### src/rtl/sqt_pkg.sv
package sqt_pkg;
  typedef enum logic [1:0] {
    CMD_NOP     = 2'd0,
    CMD_STOP    = 2'd1,
    CMD_STOP_TC = 2'd2,
    CMD_START   = 2'd3
  } sqt_cmd_e;

  localparam logic [1:0] ADDR_CMD    = 2'd0;
  localparam logic [1:0] ADDR_CNT_LO = 2'd1;
  localparam logic [1:0] ADDR_CNT_HI = 2'd2;

  localparam int MODE_AUTO_BIT  = 0;
  localparam int MODE_PULSE_BIT = 1;
endpackage

### src/rtl/sqt_regs.sv
module sqt_regs
  import sqt_pkg::*;
#(
  parameter int CNT_W  = 14,
  parameter int ADDR_W = 2,
  localparam int CFG_W = CNT_W + 2
) (
  input  logic              clk_i,
  input  logic              rst_ni,
  input  logic              wr_en_i,
  input  logic [ADDR_W-1:0] wr_addr_i,
  input  logic [7:0]        wr_data_i,
  output logic [CFG_W-1:0]  cfg_o,
  output logic              cmd_vld_o,
  output sqt_cmd_e          cmd_o
);
  logic [CFG_W-1:0] cfg_q;

  always_ff @(posedge clk_i or negedge rst_ni) begin
    if (!rst_ni) begin
      cfg_q <= '0;
    end else if (wr_en_i) begin
      if (wr_addr_i == ADDR_W'(ADDR_CNT_LO)) cfg_q[7:0] <= wr_data_i;
      if (wr_addr_i == ADDR_W'(ADDR_CNT_HI)) cfg_q[CFG_W-1:8] <= wr_data_i[CFG_W-9:0];
    end
  end

  assign cfg_o     = cfg_q;
  assign cmd_vld_o = wr_en_i && (wr_addr_i == ADDR_W'(ADDR_CMD));
  assign cmd_o     = sqt_cmd_e'(wr_data_i[1:0]);
endmodule

### src/rtl/sqt_core.sv
module sqt_core
  import sqt_pkg::*;
#(
  parameter int CNT_W  = 14,
  localparam int CFG_W = CNT_W + 2
) (
  input  logic             clk_i,
  input  logic             rst_ni,
  input  logic             tick_i,
  input  logic             cmd_vld_i,
  input  sqt_cmd_e         cmd_i,
  input  logic [CFG_W-1:0] cfg_i,
  output logic             to_o,
  output logic             run_o,
  output logic             tc_evt_o
);
  logic [CNT_W-1:0] cnt_q, act_q, cnt_nxt, cfg_cnt;
  logic [1:0]       mode_q, cfg_mode;
  logic             run_q, extra_q, to_q, stop_tc_q, start_pend_q;
  logic             adv, at_one, at_two, at_zero, restart, ld_now, ld_ok;

  assign cfg_cnt  = cfg_i[CNT_W-1:0];
  assign cfg_mode = cfg_i[CFG_W-1:CNT_W];
  assign ld_ok    = cfg_cnt >= CNT_W'(2);
  assign cnt_nxt  = cnt_q - CNT_W'(2);

  always_comb begin
    adv     = tick_i && run_q && !cmd_vld_i && !extra_q;
    at_one  = adv && (cnt_nxt == CNT_W'(1));
    at_two  = adv && (cnt_nxt == CNT_W'(2));
    at_zero = adv && (cnt_nxt == '0);
    restart = at_zero && (start_pend_q || (mode_q[MODE_AUTO_BIT] && !stop_tc_q));
    ld_now  = restart || (cmd_vld_i && cmd_i == CMD_START && !run_q);
  end

  // short counts (2, 3) never pass through 2 in the second half
  assign tc_evt_o = at_two || (at_zero && act_q < CNT_W'(4));

  always_ff @(posedge clk_i or negedge rst_ni) begin
    if (!rst_ni) begin
      cnt_q        <= '0;
      act_q        <= '0;
      mode_q       <= '0;
      run_q        <= 1'b0;
      extra_q      <= 1'b0;
      to_q         <= 1'b1;
      stop_tc_q    <= 1'b0;
      start_pend_q <= 1'b0;
    end else if (ld_now) begin
      to_q         <= 1'b1;
      stop_tc_q    <= 1'b0;
      start_pend_q <= 1'b0;
      run_q        <= ld_ok;
      extra_q      <= ld_ok && cfg_cnt[0];
      if (ld_ok) begin
        act_q  <= cfg_cnt;
        mode_q <= cfg_mode;
        cnt_q  <= {cfg_cnt[CNT_W-1:1], 1'b1};
      end
    end else if (cmd_vld_i) begin
      unique case (cmd_i)
        CMD_STOP: begin
          run_q        <= 1'b0;
          to_q         <= 1'b1;
          extra_q      <= 1'b0;
          stop_tc_q    <= 1'b0;
          start_pend_q <= 1'b0;
        end
        CMD_STOP_TC: if (run_q) begin
          stop_tc_q    <= 1'b1;
          start_pend_q <= 1'b0;
        end
        CMD_START: if (run_q) begin
          start_pend_q <= 1'b1;
          stop_tc_q    <= 1'b0;
        end
        default: ;
      endcase
    end else if (tick_i && run_q && extra_q) begin
      extra_q <= 1'b0;
    end else if (at_one) begin
      cnt_q <= {act_q[CNT_W-1:1], 1'b0};
      if (!mode_q[MODE_PULSE_BIT]) to_q <= 1'b0;
    end else if (at_two) begin
      cnt_q <= cnt_nxt;
      if (mode_q[MODE_PULSE_BIT]) to_q <= 1'b0;
    end else if (at_zero) begin
      to_q         <= 1'b1;
      run_q        <= 1'b0;
      stop_tc_q    <= 1'b0;
      start_pend_q <= 1'b0;
    end else if (adv) begin
      cnt_q <= cnt_nxt;
    end
  end

  assign to_o  = to_q;
  assign run_o = run_q;
endmodule

### src/rtl/sqt_flag.sv
module sqt_flag (
  input  logic clk_i,
  input  logic rst_ni,
  input  logic set_i,
  input  logic clr_i,
  output logic flag_o
);
  logic flag_q;

  always_ff @(posedge clk_i or negedge rst_ni) begin
    if (!rst_ni) flag_q <= 1'b0;
    else         flag_q <= set_i || (flag_q && !clr_i);
  end

  assign flag_o = flag_q;
endmodule

### src/rtl/sq_timer.sv
module sq_timer
  import sqt_pkg::*;
#(
  parameter int CNT_W  = 14,
  parameter int ADDR_W = 2,
  localparam int CFG_W = CNT_W + 2
) (
  input  logic              clk_i,
  input  logic              rst_ni,
  input  logic              wr_en_i,
  input  logic [ADDR_W-1:0] wr_addr_i,
  input  logic [7:0]        wr_data_i,
  input  logic              cnt_tick_i,
  input  logic              stat_rd_i,
  output logic              tmr_out_o,
  output logic              tc_flag_o
);
  logic [CFG_W-1:0] cfg_w;
  logic             cmd_vld_w, run_w, tc_evt_w;
  sqt_cmd_e         cmd_w;

  sqt_regs #(.CNT_W(CNT_W), .ADDR_W(ADDR_W)) u_regs (
    .clk_i, .rst_ni, .wr_en_i, .wr_addr_i, .wr_data_i,
    .cfg_o(cfg_w), .cmd_vld_o(cmd_vld_w), .cmd_o(cmd_w)
  );

  sqt_core #(.CNT_W(CNT_W)) u_core (
    .clk_i, .rst_ni, .tick_i(cnt_tick_i), .cmd_vld_i(cmd_vld_w), .cmd_i(cmd_w),
    .cfg_i(cfg_w), .to_o(tmr_out_o), .run_o(run_w), .tc_evt_o(tc_evt_w)
  );

  sqt_flag u_flag (
    .clk_i, .rst_ni, .set_i(tc_evt_w), .clr_i(stat_rd_i), .flag_o(tc_flag_o)
  );
endmodule

### config.mk
export PLATFORM = sky130hd
export DESIGN_NAME = sq_timer
export DESIGN_NICKNAME = d
export VERILOG_FILES = /design/src/rtl/sqt_pkg.sv /design/src/rtl/sqt_regs.sv /design/src/rtl/sqt_core.sv /design/src/rtl/sqt_flag.sv /design/src/rtl/sq_timer.sv
export SDC_FILE = /design/constraint.sdc
export NUM_CORES = 1
export LEC_CHECK = 0
export BUFFER_PORTS_ARGS = -buffer_cell sky130_fd_sc_hd__buf_2
export CAP_MARGIN = 10
export CELL_PAD_IN_SITES_DETAIL_PLACEMENT = 1
export CELL_PAD_IN_SITES_GLOBAL_PLACEMENT = 1
export CORE_UTILIZATION = 35
export CTS_CLUSTER_SIZE = 28
export DETAILED_ROUTE_END_ITERATION = 8
export PLACE_DENSITY_LB_ADDON = 0.2
export SYNTH_ARGS = -nofsm -noshare
export SYNTH_HDL_FRONTEND = slang
export SYNTH_HIERARCHICAL = 1
export SYNTH_SLANG_ARGS = --single-unit
### constraint.sdc
create_clock -name clk_i -period 3.8 [get_ports clk_i]
set_clock_uncertainty 0.1 [all_clocks]
set_input_delay 0.38 -clock clk_i [delete_from_list [all_inputs] [get_ports clk_i]]
set_output_delay 0.38 -clock clk_i [all_outputs]
set_load 0.02 [all_outputs]
==> results.sh, run 1 <==
export IMPL_postRouteWirelength_um=8260
export IMPL_drt_iter0_drc=134
export IMPL_die_w_um=92.7
export IMPL_fin_cells=386
export IMPL_coreArea_mm2=0.00785
export IMPL_timing_slew_headroom=0.424
export IMPL_vias_per_cell=5.90
export IMPL_layout_drive_gt1_share=0.257
export IMPL_fin_util=0.401
export IMPL_synthTopCellsByCount="50 x dfrtp_1, 21 x mux2_2, 18 x nand2_1, 12 x inv_1, 12 x nor2_1"
export IMPL_powerDensity_mw_per_mm2=601
export IMPL_drtAntennaViolNets=0
export IMPL_gp_congestion=0.883
export IMPL_crit_slowest_cell="dfrtp_1"
export IMPL_first_global_vias=2355
export IMPL_die_h_um=92.7
export IMPL_status="finished, final reports clean"
export IMPL_rows=32
export IMPL_cts_setup_buffers=0
export IMPL_tns_ns=0
export IMPL_drc=0
export IMPL_portBuffers=16
export IMPL_critPathArrivalTime_ns=3.52
export IMPL_total_power_w=0.00189
export IMPL_dpl_cell_count=377
export IMPL_maxCapViolations=0
export IMPL_cpLargestDelayFamily="compound AO/OA/AOI/OAI gates"
export IMPL_rsz0062_at_grt="false"
export IMPL_antenna_cells=0
export IMPL_fillers=917
export IMPL_timing_critical_path_buf_inv=1
export IMPL_netlist_instances=266
export IMPL_cts_clk_slew_worst_paths_ns=0.11
export IMPL_clock_latency_ns=0.32
export IMPL_cp_depth=9
export IMPL_routed_via_count=2279
export IMPL_crit_path_end_kind="register"
export IMPL_cts_tree="built"
export IMPL_io_pin_count=17
export IMPL_final_hold_violation_count=0
export IMPL_critPathRequiredTime_ns=3.89
export IMPL_ys_warn_count=6
export IMPL_cts_max_path_buffers=2
export IMPL_wire_per_inst_um=21.4
export IMPL_post_dp_hpwl_um=6240
export IMPL_dieArea_mm2=0.00858
export IMPL_grt_pass1_wl_um=13500
export IMPL_postSynthNetCount=282
export IMPL_syn_area_per_cell_um2=10.8
export IMPL_final_nets=299
export IMPL_cp_cell_sequence="inv_1 -> ha_1 -> nor3b_2 -> a32o_1 -> a22oi_2 -> nor2_1 -> a21bo_2 -> nand2_2 -> a2bb2oi_1"
export IMPL_max_stage_delay_ns=0.53
export IMPL_r2r_setup_slack_ns=0.37
export IMPL_ir_drop_mv=0.223
export IMPL_areaGrowthSynthToFinish_pct=9.48
export IMPL_synth_edf_count=0
export IMPL_min_period_over_period=0.901
export IMPL_critical_path_class="reg -> reg"
export IMPL_grt_max_degree=38
export IMPL_cts_sinks=51
export IMPL_root_buffer="clkbuf_8"
export IMPL_leakagePower_nw=1.38
export IMPL_dr_pass1_iters=4
export IMPL_ys_types=61
export IMPL_cts_inserted_buffers=5
export IMPL_cp_start_kind="register"
export IMPL_grt_usage=0.209
export IMPL_async_flop_share=1.00
export IMPL_yosysMostFrequentCell="dfrtp_1"
export IMPL_cp_max_fo=13
export IMPL_cts_resized=0
export IMPL_yosysSeqAreaShare=0.444
export IMPL_synth_area_top_cells="dfrtp_1 43%, mux2_2 8.2%, a22o_1 3.3%, a2bb2oi_1 2.7%, nand2_1 2.3%"
export IMPL_synth_top_area_share=0.435
export IMPL_start_util=0.367
export IMPL_syn_area_mm2=0.00288
export IMPL_tightest_slew_ns=0.863
export IMPL_setup_viol=0
export IMPL_ys_ff_latch=51
export IMPL_fmaxAchievable_mhz=292
export IMPL_antenna_found_initial=0
export IMPL_synth_top_area_cell="dfrtp_1"
export IMPL_grt_overflow=0
export IMPL_reg2reg_depth=9
export IMPL_synth_top_flop_cell="dfrtp_1"
export IMPL_period_needed_ns=3.43
export IMPL_whs_path_depth=2
export IMPL_maxSlewViolCount=0
export IMPL_hold_class="in -> reg"
export IMPL_cts_max_level=2
-- placed cells by master (no fill, tap or decap), types with 5 or more instances in the layout --
cell | Yosys | layout
dfrtp_1 | 50 | 50
mux2_2 | 21 | 21
nand2_1 | 18 | 18
buf_2 | 4 | 16
inv_1 | 12 | 12
nor2_1 | 12 | 12
a21oi_1 | 11 | 11
a22o_1 | 11 | 11
o21ai_0 | 10 | 10
a2bb2oi_1 | 9 | 9
nand3_1 | 7 | 7
nor4_1 | 6 | 6
o22ai_1 | 6 | 6
clkbuf_8 | 0 | 5
buf_4 | 2 | 5
mux2i_1 | 5 | 5
-- final timing paths --
kind / from / endpoint
setup / recovery: u_core/cnt_q[1] / u_core/cnt_q[3]
setup reg to reg: u_core/cnt_q[1] / u_core/cnt_q[3]
hold / removal: wr_data_i[4] / u_regs/cfg_o[12]
min in group asynchronous: rst_ni / u_flag/flag_o
max in group asynchronous: rst_ni / u_regs/cfg_o[13]
hold reg to reg: u_flag/flag_o / u_flag/flag_o
-- layer usage --
| layer | part of all wire | GRT usage | up-vias |
|---|---|---|---|
| li1 | - | - | 1040 |
| met1 | 0.50 | 0.305 | 1180 |
| met2 | 0.44 | 0.318 | 48 |
| met3 | 0.038 | 0.0312 | 11 |
| met4 | 0.018 | 0.0615 | 0 |
| met5 | 0 | 0 | - |
-- through the flow --
step / setup WS (ns) / cell area [um^2] / hold slack [ns]
2_1_floorplan: 1.05 / 2880 / -0.0156
3_3_place_gp: 0.468 / 3050 / 0.234
3_5_place_dp: 0.410 / 3050 / 0.225
4_1_cts: 0.373 / 3150 / 0.201
5_1_grt: 0.132 / 3150 / 0.210
6_report: 0.374 / 3150 / 0.209
-- what timing repair did --
action / in CTS / in global routing
setup endpoints to repair: 0 / 0
hold buffers: 1 / 0
endpoints found under the hold margin: 13 / 0
-- power by group --
part | internal [W] | switching [W]
combinational | 0.000283 | 0.000332
sequential | 0.000697 | 0.000243
clock | 0.000133 | 0.000205
-- state kept, by name (all words and copies together), names as in the netlist --
register,count
u_core/to_o,1
u_core/act_q,13
u_core/run_o,1
u_flag/flag_o,1
u_core/mode_q,2
u_core/extra_q,1
u_core/start_pend_q,1
u_regs/cfg_o,16
u_core/cnt_q,14
u_core/stop_tc_q,1
-- kinds of logic (layout without fill, tap and decap cells) --
group / Yosys count / after routing / share of synthesized area
adder cells (fa/ha/maj): 1 / 1 / 0.00435
buffers and inverters: 24 / 42 / 0.0413
flip-flops: 51 / 51 / 0.444
AO/OA/AOI/OAI: 75 / 75 / 0.194
AND/OR/NAND/NOR: 82 / 82 / 0.189
multiplexers: 28 / 28 / 0.110
XOR/XNOR: 5 / 5 / 0.0178
-- area by class of cell --
class	count	area [um^2]	area share
clock inverters	3	22.5	0.00715
repair buffers	22	128	0.0405
well taps	102	128	0.0405
inverters	12	45.0	0.0143
clock buffers	5	68.8	0.0219
multi-input cells	191	1480	0.470
flip-flops and latches	51	1280	0.406
Note: power is estimated with default switching activity, not from simulation.
==> inputs of run 2 (changes only) <==
- CORE_MARGIN: unset -> 2
- clock period: 3.8 -> 3.5 ns (I/O delays scaled with it)
==> results.sh, run 2 (synthesis results as in run 1) <==
export IMPL_status="finished, final reports clean"
export IMPL_fillers=931
export IMPL_place_ws_ns=0.341
export IMPL_min_period_over_period=0.915
export IMPL_antenna_found_initial=0
export IMPL_hold_path_startpoint="wr_data_i[4]"
export IMPL_die_w_um=94.7
export IMPL_dr_pass1_iters=4
export IMPL_grt_max_degree=30
export IMPL_final_nets=301
export IMPL_clock_latency_ns=0.31
export IMPL_powerDensity_mw_per_mm2=648
export IMPL_gp_congestion=0.842
export IMPL_maxCapViolations=0
export IMPL_power_frac_clock=0.178
export IMPL_r2r_start="u_core/cnt_q[1]"
export IMPL_cp_start_kind="register"
export IMPL_die_h_um=94.7
export IMPL_critPathArrivalTime_ns=3.31
export IMPL_cp_max_fo=13
export IMPL_reg2reg_depth=9
export IMPL_r2r_end="u_core/cnt_q[1]"
export IMPL_cts_max_path_buffers=2
export IMPL_cpLargestDelayFamily="simple AND/OR/NAND/NOR gates"
export IMPL_tns_ns=0
export IMPL_vias_per_cell=5.70
export IMPL_layout_setup_ws_ns=0.296
export IMPL_timing_slew_headroom=0.544
export IMPL_timing_critical_path_buf_inv=1
export IMPL_post_dp_hpwl_um=6200
export IMPL_rsz0062_at_grt="false"
export IMPL_pwr_share_seq=0.489
export IMPL_grt_usage=0.198
export IMPL_crit_path_end_kind="register"
export IMPL_final_hold_violation_count=0
export IMPL_root_buffer="clkbuf_8"
export IMPL_maxSlewViolCount=0
export IMPL_layout_drive_gt1_share=0.262
export IMPL_routed_via_count=2230
export IMPL_rows=33
export IMPL_multi_input_comb_area_mm2=0.00149
export IMPL_combPwrFrac=0.333
export IMPL_antenna_cells=0
export IMPL_largest_reg_flops=16
export IMPL_crit_slowest_cell="dfrtp_1"
export IMPL_cts_tree="built"
export IMPL_first_global_vias=2331
export IMPL_cts_setup_buffers=0
export IMPL_drt_iter0_drc=167
export IMPL_grt_overflow=0
export IMPL_cp_cell_sequence="inv_1 -> ha_1 -> nor3b_2 -> o21ai_0 -> a22oi_2 -> nor2_1 -> a21bo_2 -> nand2_2 -> mux2_2"
export IMPL_postRouteWirelength_um=8150
export IMPL_setup_viol=0
export IMPL_ir_drop_mv=0.242
export IMPL_grt_pass1_wl_um=13400
export IMPL_portBuffers=16
export IMPL_hold_end="u_regs/cfg_o[12]"
export IMPL_dieArea_mm2=0.00896
export IMPL_drc=0
export IMPL_drtAntennaViolNets=0
export IMPL_register_area_mm2=0.00128
export IMPL_intPower_w=0.00122
export IMPL_cts_clk_slew_worst_paths_ns=0.11
export IMPL_max_stage_delay_ns=0.46
export IMPL_cts_inserted_buffers=5
export IMPL_io_pin_count=17
export IMPL_tightest_slew_ns=0.679
export IMPL_period_needed_ns=3.20
export IMPL_whs_path_depth=2
export IMPL_wire_per_inst_um=20.9
export IMPL_cts_sinks=51
export IMPL_critPathRequiredTime_ns=3.60
export IMPL_critical_path_class="reg -> reg"
export IMPL_leakagePower_nw=1.40
export IMPL_cts_max_level=2
export IMPL_start_util=0.355
export IMPL_p_sw_w=0.000838
export IMPL_fmaxAchievable_mhz=312
export IMPL_p_sw_frac=0.408
export IMPL_hold_class="in -> reg"
export IMPL_final_cell_mix="50 x dfrtp_1, 21 x mux2_2, 18 x nand2_1"
export IMPL_final_common_cell="dfrtp_1"
export IMPL_areaGrowthSynthToFinish_pct=10.3
export IMPL_coreArea_mm2=0.00809
export IMPL_r2r_setup_slack_ns=0.30
-- run 2: area by class of cell --
type                    count  area share
clock buffers               5      0.0217
clock inverters             3     0.00710
inverters                  12      0.0142
multi-input cells         191       0.468
flip-flops and latches     51       0.403
well taps                 105      0.0414
repair buffers             24      0.0450
-- run 2: power by group through the flow --
stage          combinational [W]  sequential, W  clock (W)
2_1_floorplan           0.000537       0.000898          0
3_3_place_gp            0.000669        0.00101          0
3_5_place_dp            0.000677        0.00101          0
4_1_cts                 0.000684        0.00100   0.000377
5_1_grt                 0.000755        0.00103   0.000404
6_report                0.000684        0.00100   0.000366
-- run 2: how the worst max path moves through the flow --
stage	from	to	slack, ns	cells after the start
finish	u_core/cnt_q[1]	u_core/cnt_q[1]	0.30	9
detailed placement	u_core/cnt_q[1]	u_core/cnt_q[13]	0.34	9
floorplan	u_core/cnt_q[1]	u_core/cnt_q[11]	0.75	11
global route	u_core/cnt_q[1]	u_core/cnt_q[4]	0.06	9
CTS	u_core/cnt_q[1]	u_core/cnt_q[10]	0.31	9
global placement	u_core/cnt_q[1]	u_core/cnt_q[9]	0.43	9
-- run 2: through the flow --
stage | instances | total power, W | hold WS [ns] | cell area [um^2] | utilization
3_3_place_gp | 382 | 0.00168 | 0.294 | 3070 | 0.379
2_1_floorplan | 266 | 0.00144 | -0.0456 | 2880 | -
4_1_cts | 391 | 0.00206 | 0.171 | 3170 | 0.391
5_1_grt | 391 | 0.00219 | 0.160 | 3170 | 0.392
6_report | 391 | 0.00206 | 0.179 | 3170 | 0.392
3_5_place_dp | 382 | 0.00169 | 0.302 | 3070 | 0.379
-- run 2: per-layer routing --
layer,vias to the layer above,GRT usage,routed length [um]
met5,-,0,0
met4,0,0.0386,82
met3,6,0.0311,227
met2,40,0.304,3750
met1,1139,0.294,4090
li1,1045,-,-
-- run 2: repair_timing --
| item | in CTS | in global routing |
|---|---|---|
| setup endpoints to repair | 0 | 2 |
| resized for setup | 0 | 1 |
| endpoints found under the hold margin | 21 | 0 |
| hold buffers | 1 | 0 |
